File: config.mk
export PLATFORM = sky130hd
export DESIGN_NAME = sar_serial_front
export DESIGN_NICKNAME = d
export VERILOG_FILES = /design/src/rtl/sar_front_pkg.sv /design/src/rtl/sar_front_sync.sv /design/src/rtl/sar_front_sar.sv /design/src/rtl/sar_serial_front.sv
export SDC_FILE = /design/constraint.sdc
export NUM_CORES = 1
export LEC_CHECK = 0
export ABC_AREA = 0
export BUFFER_PORTS_ARGS = -buffer_cell sky130_fd_sc_hd__buf_2
export CAP_MARGIN = 10
export CORE_UTILIZATION = 65
export CTS_BUF_LIST = sky130_fd_sc_hd__clkbuf_8
export CTS_CLUSTER_DIAMETER = 150
export CTS_CLUSTER_SIZE = 28
export DETAILED_ROUTE_END_ITERATION = 8
export PLACE_DENSITY = 0.86
export SETUP_SLACK_MARGIN = 0.4
export SYNTH_ARGS = -nofsm -noshare
export SYNTH_HDL_FRONTEND = slang
export SYNTH_SLANG_ARGS = --single-unit
File: constraint.sdc
create_clock -name clk_i -period 4.25 [get_ports clk_i]
set_input_delay 0 -clock clk_i [delete_from_list [all_inputs] [get_ports clk_i]]
set_output_delay 0 -clock clk_i [all_outputs]
set_load 0.02 [all_outputs]
File: src/rtl/sar_front_pkg.sv
package sar_front_pkg;
  typedef enum logic [2:0] {
    ST_HUNT, ST_CTRL, ST_EXT_STRB, ST_EXT_CONV, ST_INT_CONV, ST_INT_RDY
  } fe_state_e;

  typedef enum logic [1:0] {
    PD_DEEP = 2'b00, PD_LIGHT = 2'b01, PD_INT = 2'b10, PD_EXT = 2'b11
  } pd_mode_e;
endpackage

File: src/rtl/sar_front_sync.sv
module sar_front_sync #(
  parameter int             W       = 3,
  parameter int             STAGES  = 2,
  parameter logic [W-1:0]   RST_VAL = '0
) (
  input  logic         clk_i,
  input  logic         rst_ni,
  input  logic [W-1:0] d_i,
  output logic [W-1:0] q_o
);
  logic [W-1:0] stg [STAGES];

  always_ff @(posedge clk_i or negedge rst_ni) begin
    if (!rst_ni) begin
      for (int i = 0; i < STAGES; i++) stg[i] <= RST_VAL;
    end else begin
      stg[0] <= d_i;
      for (int i = 1; i < STAGES; i++) stg[i] <= stg[i-1];
    end
  end

  assign q_o = stg[STAGES-1];
endmodule

File: src/rtl/sar_front_sar.sv
module sar_front_sar #(
  parameter int RES_W = 12,
  localparam int IDX_W = $clog2(RES_W)
) (
  input  logic             clk_i,
  input  logic             rst_ni,
  input  logic             load_i,
  input  logic [RES_W-1:0] level_i,
  input  logic             step_i,
  input  logic [IDX_W-1:0] idx_i,
  output logic             bit_o,
  output logic [RES_W-1:0] acc_o
);
  logic [RES_W-1:0] held_q, acc_q, trial;

  // trial code: bits already decided plus the bit under test
  assign trial = acc_q | (RES_W'(1) << idx_i);
  assign bit_o = (held_q >= trial);
  assign acc_o = acc_q;

  always_ff @(posedge clk_i or negedge rst_ni) begin
    if (!rst_ni) begin
      held_q <= '0;
      acc_q  <= '0;
    end else if (load_i) begin
      held_q <= level_i;
      acc_q  <= '0;
    end else if (step_i) begin
      acc_q[idx_i] <= bit_o;
    end
  end
endmodule

File: src/rtl/sar_serial_front.sv
module sar_serial_front import sar_front_pkg::*; #(
  parameter int RES_W       = 12,
  parameter int CYC_PER_BIT = 4,
  parameter int SYNC_STAGES = 2
) (
  input  logic             clk_i,
  input  logic             rst_ni,
  input  logic             cs_ni,
  input  logic             sclk_i,
  input  logic             sdi_i,
  input  logic [RES_W-1:0] sample_i,
  output logic             sdo_o,
  output logic             sdo_oe_o,
  output logic             strb_o,
  output logic             strb_oe_o,
  output logic             track_o,
  output logic [1:0]       mux_pos_o,
  output logic [1:0]       mux_neg_o,
  output logic             neg_com_o,
  output logic             sleep_o
);
  localparam int CTRL_W   = 8;
  localparam int CNT_W    = $clog2(CTRL_W + 1);
  localparam int IDX_W    = $clog2(RES_W);
  localparam int TMR_W    = $clog2(CYC_PER_BIT + 1);
  localparam int TRACK_AT = CTRL_W - 3;
  localparam int MUX_AT   = CTRL_W - 2;

  logic [2:0] pins_s;
  logic       cs_hi, sclk_s, sdi_s, sclk_prev, cs_prev;
  logic       sck_r, sck_f, cs_rise, hold_ev, sar_step, sar_bit;
  logic [RES_W-1:0] level, sar_acc;

  fe_state_e         state_q;
  logic [CNT_W-1:0]  cnt_q;
  logic [CTRL_W-1:0] shreg_q;
  logic [IDX_W-1:0]  idx_q;
  logic [TMR_W-1:0]  tmr_q;
  logic              sdo_q, strb_q, track_q, sleep_q, neg_com_q;
  logic [1:0]        mux_pos_q, mux_neg_q;

  sar_front_sync #(.W(3), .STAGES(SYNC_STAGES), .RST_VAL(3'b100)) u_sync (
    .clk_i (clk_i),
    .rst_ni(rst_ni),
    .d_i   ({cs_ni, sclk_i, sdi_i}),
    .q_o   (pins_s)
  );

  assign cs_hi  = pins_s[2];
  assign sclk_s = pins_s[1];
  assign sdi_s  = pins_s[0];

  always_ff @(posedge clk_i or negedge rst_ni) begin
    if (!rst_ni) begin
      sclk_prev <= 1'b0;
      cs_prev   <= 1'b1;
    end else begin
      sclk_prev <= sclk_s;
      cs_prev   <= cs_hi;
    end
  end

  assign sck_r   = sclk_s & ~sclk_prev & ~cs_hi;
  assign sck_f   = ~sclk_s & sclk_prev & ~cs_hi;
  assign cs_rise = cs_hi & ~cs_prev;
  assign hold_ev = (state_q == ST_CTRL) && sck_f && (cnt_q == CNT_W'(CTRL_W))
                   && shreg_q[CTRL_W-1];
  // bipolar: offset level to two's complement by MSB inversion
  assign level   = shreg_q[3] ? sample_i
                              : {~sample_i[RES_W-1], sample_i[RES_W-2:0]};
  assign sar_step = (((state_q == ST_EXT_STRB) || (state_q == ST_EXT_CONV)) && sck_f)
                  || ((state_q == ST_INT_CONV) && (tmr_q == TMR_W'(CYC_PER_BIT - 1)));

  sar_front_sar #(.RES_W(RES_W)) u_sar (
    .clk_i  (clk_i),
    .rst_ni (rst_ni),
    .load_i (hold_ev),
    .level_i(level),
    .step_i (sar_step),
    .idx_i  (idx_q),
    .bit_o  (sar_bit),
    .acc_o  (sar_acc)
  );

  always_ff @(posedge clk_i or negedge rst_ni) begin
    if (!rst_ni) begin
      state_q   <= ST_HUNT;
      cnt_q     <= '0;
      shreg_q   <= '0;
      idx_q     <= '0;
      tmr_q     <= '0;
      sdo_q     <= 1'b0;
      strb_q    <= 1'b0;
      track_q   <= 1'b0;
      sleep_q   <= 1'b0;
      neg_com_q <= 1'b0;
      mux_pos_q <= '0;
      mux_neg_q <= '0;
    end else if (cs_rise && (state_q != ST_INT_CONV) && (state_q != ST_INT_RDY)) begin
      state_q <= ST_HUNT;
      track_q <= 1'b0;
      strb_q  <= 1'b0;
      sdo_q   <= 1'b0;
    end else begin
      unique case (state_q)
        ST_HUNT: begin
          if (sck_f) sdo_q <= 1'b0;
          if (sck_r && sdi_s) begin
            state_q <= ST_CTRL;
            cnt_q   <= CNT_W'(1);
            shreg_q <= CTRL_W'(1);
            sleep_q <= 1'b0;
          end
        end
        ST_CTRL: begin
          if (sck_r) begin
            shreg_q <= {shreg_q[CTRL_W-2:0], sdi_s};
            cnt_q   <= cnt_q + 1'b1;
          end
          if (sck_f) begin
            sdo_q <= 1'b0;
            if (cnt_q == CNT_W'(TRACK_AT)) track_q <= 1'b1;
            if (cnt_q == CNT_W'(MUX_AT)) begin
              mux_pos_q <= {shreg_q[3], shreg_q[4]};
              neg_com_q <= shreg_q[0];
              mux_neg_q <= shreg_q[0] ? 2'b00 : {shreg_q[3], ~shreg_q[4]};
            end
          end
          if (hold_ev) begin
            track_q <= 1'b0;
            idx_q   <= IDX_W'(RES_W - 1);
            tmr_q   <= '0;
            unique case (pd_mode_e'(shreg_q[1:0]))
              PD_EXT: begin state_q <= ST_EXT_STRB; strb_q <= 1'b1; end
              PD_INT: begin state_q <= ST_INT_CONV; strb_q <= 1'b0; end
              default: begin state_q <= ST_HUNT; sleep_q <= 1'b1; end
            endcase
          end
        end
        ST_EXT_STRB: begin
          if (sck_f) begin
            sdo_q   <= sar_bit;
            strb_q  <= 1'b0;
            idx_q   <= idx_q - 1'b1;
            state_q <= ST_EXT_CONV;
          end
        end
        ST_EXT_CONV: begin
          if (sck_f) begin
            sdo_q <= sar_bit;
            if (idx_q == '0) state_q <= ST_HUNT;
            else             idx_q   <= idx_q - 1'b1;
          end
        end
        ST_INT_CONV: begin
          if (tmr_q == TMR_W'(CYC_PER_BIT - 1)) begin
            tmr_q <= '0;
            if (idx_q == '0) begin
              state_q <= ST_INT_RDY;
              strb_q  <= 1'b1;
              idx_q   <= IDX_W'(RES_W - 1);
            end else begin
              idx_q <= idx_q - 1'b1;
            end
          end else begin
            tmr_q <= tmr_q + 1'b1;
          end
        end
        ST_INT_RDY: begin
          if (sck_f) begin
            sdo_q <= sar_acc[idx_q];
            if (idx_q == '0) begin
              state_q <= ST_HUNT;
              strb_q  <= 1'b0;
            end else begin
              idx_q <= idx_q - 1'b1;
            end
          end
        end
        default: state_q <= ST_HUNT;
      endcase
    end
  end

  assign sdo_o     = sdo_q;
  assign sdo_oe_o  = ~cs_hi;
  assign strb_o    = strb_q;
  assign strb_oe_o = ~cs_hi | (state_q == ST_INT_CONV) | (state_q == ST_INT_RDY);
  assign track_o   = track_q;
  assign mux_pos_o = mux_pos_q;
  assign mux_neg_o = mux_neg_q;
  assign neg_com_o = neg_com_q;
  assign sleep_o   = sleep_q;
endmodule

Yosys cells after proc, flatten, opt, wreduce, memory -nomap -nowiden:

Index checks and enable logic that the tools add are counted.

* add/subtract/negate cells: 3
* order comparisons: 3
* equality and inequality tests: 33
* shifts and indexed selects: 1
* multiplexer cells: 57
* bitwise gates (word level): 15
* reductions and logical operators: 35

Operators with widths (count)
* $mux W12: 3
* $mux W4: 8
* $mux W3: 10
* $ne A3 B3 Y1 const B: 7
* $mux W1: 20
* $mux W8: 2
* $pmux W4 S4: 1
* $pmux W8 S2: 1
* $pmux W3 S5: 1
* $ne A2 B2 Y1 const B: 7
* $reduce_and A7 Y1: 2
* $bwmux W12: 1
* $ge A12 B12 Y1: 1
* $ne A3 B1 Y1 const B: 4
* $or A12 B12 Y12: 1
* $pmux W3 S2: 2
* $reduce_and A4 Y1: 3
* $shl A1 B4 Y12 const A: 1
* $eq A3 B2 Y1 const B: 3
* $logic_and A1 B1 Y1: 9
* $eq A4 B3 Y1 const B: 2
* $pmux W4 S2: 1
* $reduce_and A8 Y1: 1
* $reduce_bool A2 Y1: 4
* 30 further kinds: 52

* register bits: 63
* output and inout port bits: 11
* word-level logic and storage cells: 165

Depth between registers and ports, before layout:

* word-level depth: 9
* mapped depth: 12
* depth with buffers taken out: 11

Modules after synthesis:

Synthesis repeated with hierarchy kept, for this count alone.

* cells, all modules: 354
* area, all modules: 3574.7 µm²

By module, submodules not included
* sar_serial_front: instances 1, cells each 211, area an instance 2006.9 µm², sequential area each 827.0 µm²
* sar_front_sar: instances 1, cells each 134, area an instance 1392.6 µm², sequential area each 600.6 µm²
* sar_front_sync: instances 1, cells each 9, area an instance 175.2 µm², sequential area each 152.6 µm²

Worst setup path after synthesis:

OpenSTA, ideal clock, no wires.

* kind: flip-flop to flip-flop
* from: register idx_q[0]
* to: register u_sar.acc_q[10], in the netlist u_sar.acc_o[10]
* library setup time: 0.145 ns
* arrival time: 2.786 ns
* path slack: 1.319 ns
* stages on the path, launching flop included: 13
* path buffers: 2
* path through: dfrtp_1 > clkbuf_1 > inv_1 > ha_1 > or3b_2 > nand2b_1 > ha_1 > nand2b_1 > a31oi_1 > o221ai_1 > a21oi_1 > clkbuf_1 > a311oi_1

* word-level cells in the longest chain between the ends: 7
* elaborated cells between the ends (all ways): 11
* classes of those cells: order compare (3); shift (1); mux (5); bitwise (1); reduce/logical (1)

Ends and longest elaborated chain
* start: declaration: RTL line sar_serial_front.sv:37 `logic [IDX_W-1:0] idx_q;`
* start signal: assignment: RTL line sar_serial_front.sv:131 `idx_q <= IDX_W'(RES_W - 1);`
* start signal: assignment: RTL line sar_serial_front.sv:144 `idx_q <= idx_q - 1'b1;`
* start signal: assignment: RTL line sar_serial_front.sv:152 `else idx_q <= idx_q - 1'b1;`
* $lt A4 B5 Y1 (implied by the code) or $ge A4 B1 Y1 (tied branches): RTL line sar_front_sar.sv:29 `acc_q[idx_i] <= bit_o;`
* $logic_and A1 B1 Y1 (implied by the code): RTL line sar_front_sar.sv:29
* $mux W1 (implied by the code): RTL line sar_front_sar.sv:29
* $demux W1 S4
* $bwmux W12 (*): RTL line sar_front_sar.sv:29
* $mux W12 (*): RTL line sar_front_sar.sv:28 `end else if (step_i) begin`
* $mux W12 (*): RTL line sar_front_sar.sv:25 `end else if (load_i) begin`
* end signal: indexed assignment: RTL line sar_front_sar.sv:29
* end: declaration: RTL line sar_front_sar.sv:14 `logic [RES_W-1:0] held_q, acc_q, trial;`

Mark *: on every way between the ends. The rest lies on a longest branch, timed or not. The select of a mux whose other input is x is not followed.
A chain may end at the register's enable or synchronous reset.

Worst setup path in the final report:

* from: register idx_q[0]
* to: register sdo_q, in the netlist sdo_o

* word-level cells in the longest chain between the ends: 6
* elaborated cells between the ends (all ways): 9
* classes of those cells: order compare (1); shift (1); mux (6); bitwise (1)

Ends and longest elaborated chain
* $shl A1 B4 Y12: RTL line sar_front_sar.sv:17 `assign trial = acc_q | (RES_W'(1) << idx_i);`
* $or A12 B12 Y12: RTL line sar_front_sar.sv:17
* $ge A12 B12 Y1: RTL line sar_front_sar.sv:18 `assign bit_o = (held_q >= trial);`
* $mux W1: RTL line sar_serial_front.sv:141, sar_serial_front.sv:149
* $pmux W1 S3 (*): RTL line sar_serial_front.sv:105 `unique case (state_q)`
* $mux W1 (*): RTL line sar_serial_front.sv:99 `end else if (cs_rise && (state_q != ST_INT_CONV) && (state_q != ST_INT_RDY)) begin`
* end signal: assignment: RTL line sar_serial_front.sv:142 `sdo_q <= sar_bit;`
* end signal: assignment: RTL line sar_serial_front.sv:150 `sdo_q <= sar_bit;`
* end signal: assignment: RTL line sar_serial_front.sv:171 `sdo_q <= sar_acc[idx_q];`
* end: declaration: RTL line sar_serial_front.sv:39 `logic sdo_q, strb_q, track_q, sleep_q, neg_com_q;`

Marks and branches as above.

==> metrics.md <==
| Metric | Value |
|---|---|
| Async S/R FF share, synth | between 90% and 100% |
| Sequential cell area fraction in the yosys report | a little under half |
| Crit. End Element | register |
| Worst Setup SP | idx_q[0] |
| Number of antenna violations at the first check in global routing | 0 |
| Multi-input gate area in the final layout | roughly 1700 sq um |
| Die footprint | about 5500 sq um |
| Number of vias in the routed layout | roughly 3,000 |
| Result of the run | completed |
| Highest attainable clock frequency | roughly 300 MHz |
| Routed WL per cell | 19.8 um |
| Number of top-level design ports | 28 |
| Worst hold start | sample_i[11] |
| Main flop type after synthesis | sky130_fd_sc_hd__dfrtp_1 |
| Layout-stage area growth over the synthesis result | 17.2% |
| XOR/XNOR share of the synthesized area | less than 1% |
| Number of storage elements in the synthesis netlist | 63 |
| Fraction of post-synthesis cell area in the top cell type by area | roughly 45% |
| Measured slew at the worst slew-check pin | between 1 and 1.5 ns |
| Max-slew violation count | 0 |
| Port-buffer cells | 27 |
| Chip width | 73.8 um |
| Layout filler cell count | between 200 and 300 |
| Antenna diode instance count | 0 |
| Post-layout minimum cycle time | around 3.3 ns |
| Number of remaining DRC errors | 0 |
| Number of optimization iterations in the first detailed-route pass | 7 |
| Fraction of final layout cells sized beyond drive strength 1 | between 20 and 25% |
| Fraction of the mapped netlist area in simple logic gates | roughly 15% |
| Number of setup violations in the final report | 0 |
| Number of hold-slack violations in the final timing report | 0 |
| Clock skew after layout | 0.00760 ns |
| Synth cell types | a little under 50 |
| CTS Sinks | between 60 and 70 |
| Area contributors post-synth | sky130_fd_sc_hd__dfrtp_1, sky130_fd_sc_hd__ha_1, sky130_fd_sc_hd__a21oi_1 |
| Total of max-cap violations | 0 |
| Number of instances in the synthesized netlist | 333 |
| Leading cell types by count after synthesis | sky130_fd_sc_hd__dfrtp_1, sky130_fd_sc_hd__nand2_1, sky130_fd_sc_hd__a21oi_1 |
| Final weighted congestion of routability-driven global placement | about 0.9 |
| Number of global-route vias before repair | about 2,700 |
| Post-Synth Adder-Cell Area | between 8 and 9% |
| Area leader, netlist | sky130_fd_sc_hd__dfrtp_1 |
| Register area | about 1600 sq um |
| Relative slew slack | 30.1% |
| Bufs on Longest Clock Path | 2 |
| RSZ-0062 raised after global routing | false |
| HPWL Detailed | approximately 4800 um |
| Post-route fraction of the period consumed by the critical path | 77.5% |
| CP max FO | 13 |
| Post-Synthesis Net Count | roughly 370 |
| Starting density of the core | 69.2% |
| Overflow after GRT | 0 |
| Clock slew at reported path FFs | approximately 0.07 ns |
| Final design instance area without fill | a little under 4000 sq um |
| Setup repair bufs after CTS | 0 |
| Critical Setup Path Class | register to register |
| PD cells | 598 nW/um^2 |
| Required time at the endpoint of the critical path | 4.46 ns |
| Final TNS setup | 0 ns |
| Mux cell area share after synthesis | about 7.0% |
| Post-synth EDFFs | 0 |
| Total detailed-routing wirelength | roughly 8800 um |
| Total global-route track usage | a little over a third |
| Largest family of logic cells by synthesized area | compound AO/OA/AOI/OAI gates |
| Remaining antenna violation count after routing | 0 |
| Height of the chip | ~74 um |
| Peak ir drop on the vdd network | 0.000342 V |
| Core area | approximately 4800 sq um |
| Placement row count | 25 |
| Total clock buffers created by CTS | 9 |
| Data arrival time of the critical path | 3.50 ns |
| CTS root buffer | sky130_fd_sc_hd__clkbuf_8 |
| Mean area per synthesized cell | 10.1 sq um |
| Maximum number of pins on one net before global-route repair | 64 |
| Area of the mapped netlist | about 3400 sq um |
| Violation count after the first detailed-routing iteration | approximately 410 |
| TritonCTS clock tree | done |
| Clock latency of the later-clocked register in the worst-skew pair | 0.35 ns |
| Per-cell via count in the routed design | approximately 6.7 |
| Kind of launch point of the worst setup path | register |
| Leakage power | about 0.0018 uW |
| Compound-gate portion of the synthesized area | between 10% and 20% |
| Number of H-tree branching levels | 3 |
| Reg2reg start | idx_q[0] |
| Hold Path Class | primary input to register |
| Number of nets in the finished design | around 400 |
| Placed Area | approximately 3500 sq um |
| Most repeated cell in the gate-level netlist after synthesis | sky130_fd_sc_hd__dfrtp_1 |
| Number of synthesis warnings | 0 |
| Wire length of the first global-routing pass | 14,200 um |
cell usage in the layout, fill, tap and decap left out, drive strengths merged, types with 6 or more instances in the layout:
cell type	instances
nor3	6
nand2b	9
nor2	20
mux2	14
inv	10
a21oi	35
o21ai	32
clkbuf	9
ha	22
nand2	36
buf	33
nor2b	9
dfrtp	60
dlygate4sd3	15
a311oi	11
logic make-up (layout without fill, tap and decap cells):
| kind of cell | Yosys count | in the layout |
|---|---|---|
| mux | 18 | 18 |
| buf+inv | 28 | 73 |
| fa+ha+maj | 22 | 22 |
| xor+xnor | 1 | 1 |
| compound gates | 103 | 103 |
| flops | 63 | 63 |
| simple gates | 98 | 98 |
power breakdown:
part	internal, uW	switching (uW)
logic	332	499
registers	706	179
clock network	386	250
critical path, stage by stage, from the launching register on:
cell and delay (ns):
sky130_fd_sc_hd__dfrtp_1 0.52, sky130_fd_sc_hd__inv_1 0.18, sky130_fd_sc_hd__ha_1 0.31, sky130_fd_sc_hd__or3b_2 0.53, sky130_fd_sc_hd__nand2b_1 0.12, sky130_fd_sc_hd__ha_1 0.23
sky130_fd_sc_hd__nand2b_1 0.16, sky130_fd_sc_hd__a31oi_1 0.25, sky130_fd_sc_hd__o221ai_1 0.17, sky130_fd_sc_hd__a21oi_1 0.18, sky130_fd_sc_hd__buf_4 0.23, sky130_fd_sc_hd__a2bb2oi_1 0.18
sky130_fd_sc_hd__a21oi_1 0.08
routing by layer:
metal / global-route usage (%) / share of wire [%]
met1: 49.0 / 39
met2: 55.0 / 46
met3: 9.88 / 10
met4: 16.9 / 4.7
met5: 0 / 0
sequential cells by signal, summed over array words and instances (netlist names), 3 cells and up:
register	count
u_sar.acc_o	12
u_sync.q_o	3
cnt_q	4
state_q	3
shreg_q	8
tmr_q	3
u_sar.held_q	12
idx_q	4
u_sync.stg	3
final timing paths:
path                                    end  slack (ns)  cells after the start
min                        u_sar.held_q[11]        0.06                      3
max                                   sdo_o        0.96                     12
max in group asynchronous    u_sar.acc_o[8]        3.39                      3
min reg2reg                   u_sync.q_o[2]        0.37                      0
min in group asynchronous          cnt_q[2]        0.35                      3
max reg2reg                           sdo_o        0.96                     12
timing repair:
action	4_1_cts	5_1_grt
gates resized for setup	0	0
hold buffers	15	0
hold endpoints to repair	74	0
area by class of cell:
type / count / share of cell area [%]
Sequential cell: 63 / 40.2
Timing Repair Buffer: 48 / 8.40
Clock inverter: 7 / 2.90
Multi-Input combinational cell: 242 / 42.3
Inverter: 9 / 0.860
Clock buffer: 9 / 3.15
Tap cell: 67 / 2.13
metrics by stage:
stage               std cells  power [uW]  util, %  worst slack, ns  hold slack (ns)
finish                    445        2350     81.1            0.957           0.0647
global route              445        2470     81.1            0.779           0.0523
CTS                       445        2290     81.1             1.20           0.0333
detailed placement        414        1620     73.1             1.24            0.110
global placement          414        1600     73.1             1.34            0.105
floorplan                 333        1420        -             1.32           -0.296
Note: power is estimated with default switching activity, not from simulation.
